<file path="src/rtl/spi_mstr_pkg.sv">
// Shared types for the byte SPI master.
// Assumes: nothing beyond the four-phase transfer sequence below.
package spi_mstr_pkg;

    // Transfer phases: idle, select lead-in, shifting, select trail-out
    typedef enum logic [1:0] {
        ST_IDLE  = 2'd0,
        ST_LEAD  = 2'd1,
        ST_SHIFT = 2'd2,
        ST_TRAIL = 2'd3
    } xfer_state_t;

endpackage

</file>
<file path="src/rtl/spi_half_tick.sv">
// Half-period timer: while run is high, counts system clocks and pulses
// tick every (limit+1) clocks. Held at zero while run is low, so the first
// tick after run rises comes exactly limit+1 clocks later.
// Assumes: limit is stable while run is high.
module spi_half_tick #(
    parameter int DIV_W = 8
) (
    input  logic             clk,
    input  logic             rst_n,
    input  logic             run,
    input  logic [DIV_W-1:0] limit,
    output logic             tick
);

    logic [DIV_W-1:0] cnt_q;

    assign tick = run && (cnt_q == limit);

    // Count clocks within one half period; clear when stopped or on wrap
    always_ff @(posedge clk) begin
        if (!rst_n || !run || tick) begin
            cnt_q <= '0;
        end else begin
            cnt_q <= cnt_q + 1'b1;
        end
    end

endmodule

</file>
<file path="src/rtl/spi_shift_pair.sv">
// Transmit and receive shift registers. The transmit side presents its MSB
// and moves left on adv_out. The receive side takes sin into its LSB on adv_in.
// Assumes: load never coincides with adv_out or adv_in.
module spi_shift_pair #(
    parameter int W = 8
) (
    input  logic         clk,
    input  logic         rst_n,
    input  logic         load,
    input  logic [W-1:0] load_val,
    input  logic         adv_out,
    input  logic         adv_in,
    input  logic         sin,
    output logic         sout,
    output logic [W-1:0] rx_val
);

    logic [W-1:0] tx_q;
    logic [W-1:0] rx_q;

    assign sout   = tx_q[W-1];
    assign rx_val = rx_q;

    // Outgoing register: load at start, shift left at each launch
    always_ff @(posedge clk) begin
        if (!rst_n) begin
            tx_q <= '0;
        end else if (load) begin
            tx_q <= load_val;
        end else if (adv_out) begin
            tx_q <= {tx_q[W-2:0], 1'b0};
        end
    end

    // Incoming register: clear at start, append one bit at each capture
    always_ff @(posedge clk) begin
        if (!rst_n) begin
            rx_q <= '0;
        end else if (load) begin
            rx_q <= '0;
        end else if (adv_in) begin
            rx_q <= {rx_q[W-2:0], sin};
        end
    end

endmodule

</file>
<file path="src/rtl/spi_cs_select.sv">
// Active-low select lines. On set, only the indexed line goes low and all
// others go high. On rel, every line goes high. Each line is its own flop.
// Assumes: set and rel are never high together.
module spi_cs_select #(
    parameter int N_CS  = 4,
    parameter int SEL_W = 2
) (
    input  logic             clk,
    input  logic             rst_n,
    input  logic             set,
    input  logic [SEL_W-1:0] sel,
    input  logic             rel,
    output logic [N_CS-1:0]  cs_n
);

    for (genvar g = 0; g < N_CS; g++) begin : g_line
        logic line_q;

        // Drive this line low only when it is the chosen one
        always_ff @(posedge clk) begin
            if (!rst_n) begin
                line_q <= 1'b1;
            end else if (set) begin
                line_q <= (sel != SEL_W'(g));
            end else if (rel) begin
                line_q <= 1'b1;
            end
        end

        assign cs_n[g] = line_q;
    end

endmodule

</file>
<file path="src/rtl/spi_byte_master.sv">
// Byte SPI master with a gated serial clock that idles high.
// Sequence: select low, wait one half period, then 8 falling/rising pairs
// (launch on falling, capture on rising), wait one half period, then done
// and release the select line unless it is held.
// Assumes: miso settles within one half period after a falling edge.
module spi_byte_master
    import spi_mstr_pkg::*;
#(
    parameter int N_CS   = 4,
    parameter int DIV_W  = 8,
    parameter int WORD_W = 8,
    localparam int SEL_W = (N_CS > 1) ? $clog2(N_CS) : 1,
    localparam int BIT_W = (WORD_W > 1) ? $clog2(WORD_W) : 1
) (
    input  logic              clk,
    input  logic              rst_n,
    input  logic              start,
    input  logic [SEL_W-1:0]  cs_sel,
    input  logic              keep_cs,
    input  logic [DIV_W-1:0]  clk_div,
    input  logic [WORD_W-1:0] tx_byte,
    input  logic              miso,
    output logic              sclk,
    output logic              mosi,
    output logic [N_CS-1:0]   cs_n,
    output logic              busy,
    output logic              done,
    output logic [WORD_W-1:0] rx_byte
);

    xfer_state_t       state_q;
    logic [DIV_W-1:0]  div_q;
    logic              keep_q;
    logic [BIT_W-1:0]  bit_q;
    logic              sclk_q;
    logic              done_q;
    logic [WORD_W-1:0] rx_byte_q;

    logic              tick;
    logic              accept;
    logic              launch;
    logic              capture;
    logic              release_cs;
    logic [WORD_W-1:0] rx_val;

    assign accept     = start && (state_q == ST_IDLE);
    assign launch     = (state_q == ST_SHIFT) && tick && sclk_q;
    assign capture    = (state_q == ST_SHIFT) && tick && !sclk_q;
    assign release_cs = (state_q == ST_TRAIL) && tick && !keep_q;

    assign busy    = (state_q != ST_IDLE);
    assign sclk    = sclk_q;
    assign done    = done_q;
    assign rx_byte = rx_byte_q;

    spi_half_tick #(.DIV_W(DIV_W)) u_tick (
        .clk   (clk),
        .rst_n (rst_n),
        .run   (busy),
        .limit (div_q),
        .tick  (tick)
    );

    spi_shift_pair #(.W(WORD_W)) u_shift (
        .clk      (clk),
        .rst_n    (rst_n),
        .load     (accept),
        .load_val (tx_byte),
        .adv_out  (launch),
        .adv_in   (capture),
        .sin      (miso),
        .sout     (mosi),
        .rx_val   (rx_val)
    );

    spi_cs_select #(.N_CS(N_CS), .SEL_W(SEL_W)) u_cs (
        .clk   (clk),
        .rst_n (rst_n),
        .set   (accept),
        .sel   (cs_sel),
        .rel   (release_cs),
        .cs_n  (cs_n)
    );

    // Phase sequencing, serial clock level, bit count and result capture
    always_ff @(posedge clk) begin
        if (!rst_n) begin
            state_q   <= ST_IDLE;
            div_q     <= '0;
            keep_q    <= 1'b0;
            bit_q     <= '0;
            sclk_q    <= 1'b1;
            done_q    <= 1'b0;
            rx_byte_q <= '0;
        end else begin
            done_q <= 1'b0;
            case (state_q)
                ST_IDLE: begin
                    if (start) begin
                        state_q <= ST_LEAD;
                        div_q   <= clk_div;
                        keep_q  <= keep_cs;
                        bit_q   <= '0;
                    end
                end
                ST_LEAD: begin
                    if (tick) begin
                        sclk_q  <= 1'b0;
                        state_q <= ST_SHIFT;
                    end
                end
                ST_SHIFT: begin
                    if (tick) begin
                        if (!sclk_q) begin
                            sclk_q <= 1'b1;
                            if (bit_q == BIT_W'(WORD_W - 1)) begin
                                state_q <= ST_TRAIL;
                            end else begin
                                bit_q <= bit_q + 1'b1;
                            end
                        end else begin
                            sclk_q <= 1'b0;
                        end
                    end
                end
                ST_TRAIL: begin
                    if (tick) begin
                        state_q   <= ST_IDLE;
                        done_q    <= 1'b1;
                        rx_byte_q <= rx_val;
                    end
                end
                default: state_q <= ST_IDLE;
            endcase
        end
    end

endmodule

</file>
<file path="config.mk">
export PLATFORM = sky130hd
export DESIGN_NAME = spi_byte_master
export DESIGN_NICKNAME = d
export VERILOG_FILES = /design/src/rtl/spi_mstr_pkg.sv /design/src/rtl/spi_half_tick.sv /design/src/rtl/spi_shift_pair.sv /design/src/rtl/spi_cs_select.sv /design/src/rtl/spi_byte_master.sv
export SDC_FILE = /design/constraint.sdc
export NUM_CORES = 1
export LEC_CHECK = 0
export BUFFER_PORTS_ARGS = -buffer_cell sky130_fd_sc_hd__buf_4
export CAP_MARGIN = 20
export CORE_UTILIZATION = 59
export CTS_CLUSTER_DIAMETER = 40
export DETAILED_ROUTE_END_ITERATION = 10
export PLACE_DENSITY = 0.92
export SYNTH_ARGS = -nofsm -noshare
export SYNTH_HDL_FRONTEND = slang
export SYNTH_SLANG_ARGS = --single-unit
</file>
<file path="constraint.sdc">
create_clock -name clk -period 4.05 [get_ports clk]
set_clock_uncertainty 0.1 [all_clocks]
set_input_delay 0.6075 -clock clk [delete_from_list [all_inputs] [get_ports clk]]
set_output_delay 0.6075 -clock clk [all_outputs]
set_load 0.005 [all_outputs]
</file>
Word level (Yosys, flattened, before mapping)
Index checks and enable logic that the tools add are counted.
{ "op_classes": {"eq_ne": 15, "n_mux": 24, "bitwise_logic": 1, "n_reduce_logical": 27, "n_addsub": 2} }
{ "op_table": {"columns": ["op", "n"], "rows": [
  ["$mux W8", 2],
  ["$ne A2 B2 Y1 const B", 8],
  ["$mux W2", 6],
  ["$mux W3", 4],
  ["$reduce_bool A2 Y1", 6],
  ["$mux W1", 9],
  ["$add A8 B1 Y8 const B", 1],
  ["$eq A8 B8 Y1", 1],
  ["$pmux W2 S4", 1],
  ["$logic_and A1 B1 Y1", 7],
  ["$pmux W3 S2", 1],
  ["$reduce_and A2 Y1", 3],
  ["$reduce_and A6 Y1", 1],
  ["$reduce_and A5 Y1", 1],
  ["$eq A2 B2 Y1 const B", 2],
  ["$logic_not A1 Y1", 4],
  ["$ne A2 B1 Y1 const B", 2],
  ["$add A3 B1 Y3 const B", 1],
  ["$eq A3 B3 Y1 const B", 1],
  ["$reduce_and A3 Y1", 1],
  ["$eq A2 B1 Y1 const B", 1],
  ["$logic_not A2 Y1", 1],
  ["$logic_or A1 B1 Y1", 2],
  ["$pmux W1 S2", 1],
  ["2 further kinds", 2]
]} }
{ "word_totals": {"out_inout_bits": 16, "regBits": 52, "elab_cells": 83} }

Depth between registers and ports, before layout
{ "depth": {"word_depth": 6, "ltp_mapped": 8, "mapped_depth_nobuf": 7} }

By module
From an unflattened synthesis, not the netlist that was laid out.
{ "unflattened": {"hier_cells": 254, "hier_area_um2": 2447.3} }
{ "modules_own_cells": {"columns": ["mod", "cells_each", "instances", "area_per_inst_um2"], "rows": [
  ["spi_byte_master", 125, 1, 1077.3],
  ["spi_shift_pair", 62, 1, 706.9],
  ["spi_half_tick", 47, 1, 475.5],
  ["spi_cs_select", 20, 1, 187.7]
]} }

Least setup slack after synthesis
OpenSTA, ideal clock, no wires.
{ "synth_timing": {"path_type": "register to register", "from": "reg state_q[0]", "to": "reg bit_q[0]", "t_required_ns": 3.827, "synth_period_minus_slack_ns": 1.930, "arrival_ns": 1.707, "stages_incl_launch_ff": 9, "path_buffers": 2, "slack_ns": 2.120, "cell_sequence": "dfxtp_1 inv_1 ha_1 nor2_1 nand4_1 buf_4 or3_1 clkbuf_1 mux2i_1"} }
{ "synth_via": {"elab_chain_len": 4} }
{ "synth_rtl": {"columns": ["item", "line_no", "source"], "rows": [
  ["start: declaration", "spi_byte_master.sv:31", "xfer_state_t state_q;"],
  ["start signal: assignment", "spi_byte_master.sv:88", "state_q <= ST_IDLE;"],
  ["start signal: assignment", "spi_byte_master.sv:100", "state_q <= ST_LEAD;"],
  ["start signal: assignment", "spi_byte_master.sv:109", "state_q <= ST_SHIFT;"],
  ["$reduce_bool A2 Y1", "spi_byte_master.sv:51", "assign busy = (state_q != ST_IDLE);"],
  ["$logic_and A1 B1 Y1", "spi_half_tick.sv:17", "assign tick = run && (cnt_q == limit);"],
  ["$ne A2 B2 Y1 (no source line)", null, null],
  ["$reduce_and A5 Y1 (no source line)", null, null],
  ["end signal: assignment", "spi_byte_master.sv:119", "bit_q <= bit_q + 1'b1;"],
  ["end: declaration", "spi_byte_master.sv:34", "logic [BIT_W-1:0] bit_q;"]
]} }
Several ways; a longest one is shown, not always the timed one.
A chain may end at the register's enable or synchronous reset.

Final worst setup path
{ "layout_timing": {"from": "reg state_q[0]", "to": "reg u_cs.g_line[3].line_q"} }
{ "layout_via": {"elab_chain_len": 5} }
{ "layout_rtl": {"columns": ["item", "line_no", "source"], "rows": [
  ["$reduce_bool A2 Y1", "spi_byte_master.sv:51", null],
  ["$logic_and A1 B1 Y1", "spi_half_tick.sv:17", null],
  ["$logic_and A1 B1 Y1 (2 in a row)", "spi_byte_master.sv:49", "assign release_cs = (state_q == ST_TRAIL) && tick && !keep_q;"],
  ["$reduce_bool A2 Y1 (no source line)", null, null],
  ["end signal: assignment", "spi_cs_select.sv:24", "line_q <= (sel != SEL_W'(g));"],
  ["end: declaration", "spi_cs_select.sv:17", "logic line_q;"]
]} }
Several ways; a longest one is shown, not always the timed one.

==> flow_results.org <==
** Power
- Portion of total power attributed to the clock network :: 24.2%
- Combinational logic burns 27.6% of the power.
- Fraction of power consumed by sequential logic :: 48.2%
- For this design the static power due to leakage is 0.00119 µW.
- IR analysis of the VDD net gives a maximum drop of 259 µV.
- The internal portion of the total power is 868 µW.
- Net Sw Frac :: 32.6%
- Summed over all nets, the switching power comes to 420 µW.
- Power spread over the standard cell area amounts to 504 nW/µm².

** Placed design
- Detailed placement ended at an HPWL of 3200 µm.
- At the end of routability-driven placement, the weighted congestion stood at 0.847.
- Worst-case setup slack after placement :: 1.56 ns
- Count of buffers inserted at the top-level ports :: 38

** Die
- The region available for standard cell placement spans 3440 µm².
- Count of boundary I/O pins :: 39
- Die outline area :: 3970 µm²
- In this run the core area contains 21 standard-cell rows.
- Overall die height :: 63.0 µm
- The initial utilization of the core area, before any placement, comes to 63.7%.
- Chip width :: 63.0 µm

** Routing
- Antenna-violating nets left :: 0
- The routed layout has 1749 vias.
- Starting DRC count in detailed routing :: 153
- For this block, the routed nets add up to 4510 µm of wire.
- After detailed routing, the average wire length per cell comes to 14.1 µm.
- In the routed layout, each cell is associated on average with a via count of 5.45.
- In the routed design, unresolved DRC markers number 0.
- For this run, the detailed router's first-pass iteration total came to 4.

** CTS
- H-Tree Level Count :: 2
- Setup bufs post-CTS :: 0
- Clock buffer count from CTS :: 5
- Clock-pin slew was measured on the worst setup and hold paths at 0.09 ns.
- TritonCTS built the clock tree.
- The cell sitting at the root of the clock tree is a clkbuf_8.
- Quantity of hold-fixing buffers added after cts :: 0
- The clock net in this run drives a total of 52 sinks.
- Number of cells upsized or downsized after cts :: 0
- Clock latency on the worst-skew pair, taken at its later pin, is 0.31 ns.
- In this run the deepest clock path goes through 2 buffers.

** Synthesis
- Number of warnings issued by yosys :: 0
- Synthesis produced a netlist with a net count of 275.
- The synthesized design contains 52 register bits.
- Gate count after technology mapping :: 245
- Portion of synthesized cell area occupied by the leading cell type :: 47.5%
- In this run the mean area of a mapped cell was 8.95 µm².
- Share of the yosys chip area belonging to registers :: 47.5%
- Number of distinct library cell variants in the gate-level netlist after synthesis :: 29
- Cell types occupying the most area after synthesis :: dfxtp_1 (47%), mux2i_1 (8.2%), nand2_1 (5.8%)
- dfxtp_1 takes more of the synthesized area than any other cell.
- The synthesized netlist occupies a cell area of 2190 µm².

** STA
- Transition time of the tightest slew-check pin :: 0.792 ns
- Summed over all failing endpoints, the final setup total negative slack is 0 ns.
- Share of the clock period used by the worst path after layout :: 62.3%
- Minimum period implied by the final worst setup slack :: 2.52 ns
- The count of final max-slew check failures was 0.
- Static timing analysis puts the maximum clock frequency at 0.396 GHz.
- Setup slack on the critical path of the routed design comes to 1.53 ns.
- Setup violations remaining at the end of the flow were counted as 0.
- The hold violation total from the final report was 0.
- In this run the tightest slew margin relative to its limit is 47.1%.
- RSZ-0062 raised after global routing :: no

** Worst setup path
- Max Fanout on Critical Path :: 27
- Worst Setup Start Kind :: flop
- Critical path endpoint category :: flop
- The critical path is of the reg -> reg type.
- Data on the critical path is required at its endpoint by 4.15 ns.
- Arrival time of data at the critical path endpoint :: 2.63 ns

** Global route
- After global routing the overflow that remains totals 0.
- Vias in the first global route :: 1745
- Pin count of the biggest net entering global routing :: 32
- Wire length of the first global-routing pass :: 7710 µm
- Initial antenna violation count :: 0
- Global routing used 25.1% of the available tracks across all layers.

** Finish
- The multi-input combinational cells in the finished layout cover a total of 1050 µm².
- Compared with the post-synthesis result, the final layout area differs by 16.6%.
- Diode insertion count for antenna repair :: 0
- The library cells used most frequently in the layout, excluding fill and tap cells, are dfxtp_1 (52), buf_4 (38), nand2_1 (34).
- After the last flow step, the layout net total stands at 305.
- The filler cells instantiated in the layout total 252.
- FF+latch area :: 1040 µm²
- Cells with a size suffix above 1 make up 16.7% of the layout.
- The library cell used most frequently in the layout, excluding fill and tap cells, is dfxtp_1.

** Flow run
- Max-cap violations in this run came to 0.

** Status
- The flow ran to the end, and the final reports show no timing, DRC or antenna violations.

** Worst hold path
- In this run the worst hold path is classified as reg -> reg.
critical path: stages, from the launching register on:
cell and delay, ns:
dfxtp_1 0.41, inv_1 0.09, ha_1 0.26, nand2_1 0.61
nand2_1 0.38, o21bai_1 0.31, o22a_1 0.24
path summary, 6_finish.rpt:
check             start                    end  slack, ns  cells past startpoint
max          state_q[0]  u_cs.g_line[3].line_q       1.53                      6
min            bit_q[1]               bit_q[1]       0.37                      2
max reg2reg  state_q[0]  u_cs.g_line[3].line_q       1.53                      6
min reg2reg    bit_q[1]               bit_q[1]       0.37                      2
synth_stat cells (all sizes together):
| master | instances |
|---|---|
| a2bb2oi | 2 |
| o21a | 1 |
| mux2i | 18 |
| nor2 | 22 |
| o21ai | 17 |
| o22a | 2 |
| inv | 6 |
| buf | 5 |
| o21bai | 1 |
| nand3 | 15 |
| nor4 | 1 |
| ha | 7 |
| dfxtp | 52 |
| xnor2 | 1 |
| and3 | 3 |
| nand2 | 34 |
| o2111ai | 1 |
| or3 | 2 |
| a221o | 1 |
| nand4 | 3 |
| and2 | 2 |
| nor3 | 3 |
| clkbuf | 10 |
| o31ai | 1 |
| a21oi | 18 |
| nor2b | 1 |
| o211a | 1 |
| xor2 | 13 |
| nand2b | 2 |
logic make-up (layout without fill, tap and decap cells):
group                      Yosys count  in the layout  synth area share (%)
xor gates and xnor gates            14             14                  5.59
and+or+nand+nor                     88             88                  18.4
muxes                               18             18                  8.21
buffers and inverters               21             51                  4.45
AOI/OAI and AO/OA                   45             45                  11.9
DFF                                 52             52                  47.5
adders and majority gates            7              7                  3.99
per-layer routing:
layer | part of all wire, % | vias to the layer above | GRT usage (%)
met4 | 0.89 | 0 | 11.3
li1 | - | 891 | -
met5 | 0 | - | 0
met3 | 3.1 | 4 | 4.56
met1 | 43 | 827 | 30.3
met2 | 53 | 27 | 43.0
power by group through the flow:
stage          clock network, µW  registers, µW  logic, µW
2_1_floorplan                  0            616        263
3_3_place_gp                   0            625        342
3_5_place_dp                   0            630        352
4_1_cts                      314            619        355
5_1_grt                      335            626        406
6_report                     312            620        356
registers in the layout, indices dropped and copies added, names as in the netlist:
signal,flops
state_q,2
div_q,8
rx_byte,8
done,1
bit_q,3
u_cs.g_line.line_q,4
u_shift.tx_q,8
sclk,1
u_shift.rx_val,8
u_tick.cnt_q,8
keep_q,1
metrics by stage:
step / instances / hold WS [ns] / utilization, % / area, µm² / total power, µW
after CTS: 321 / 0.373 / 74.3 / 2560 / 1290
final: 321 / 0.371 / 74.3 / 2560 / 1290
after detailed placement: 314 / 0.361 / 71.5 / 2460 / 982
after global placement: 314 / 0.349 / 71.5 / 2460 / 967
after floorplan: 245 / 0.336 / - / 2190 / 879
after global routing: 321 / 0.399 / 74.3 / 2560 / 1370
area by class of cell:
class | instances | share of cell area [%]
clock buffers | 7 | 3.77
flip-flops and latches | 52 | 40.7
well taps | 46 | 2.25
repair buffers | 38 | 11.2
multi-input cells | 172 | 41.2
inverters | 6 | 0.881
Note: power is estimated with default switching activity, not from simulation.
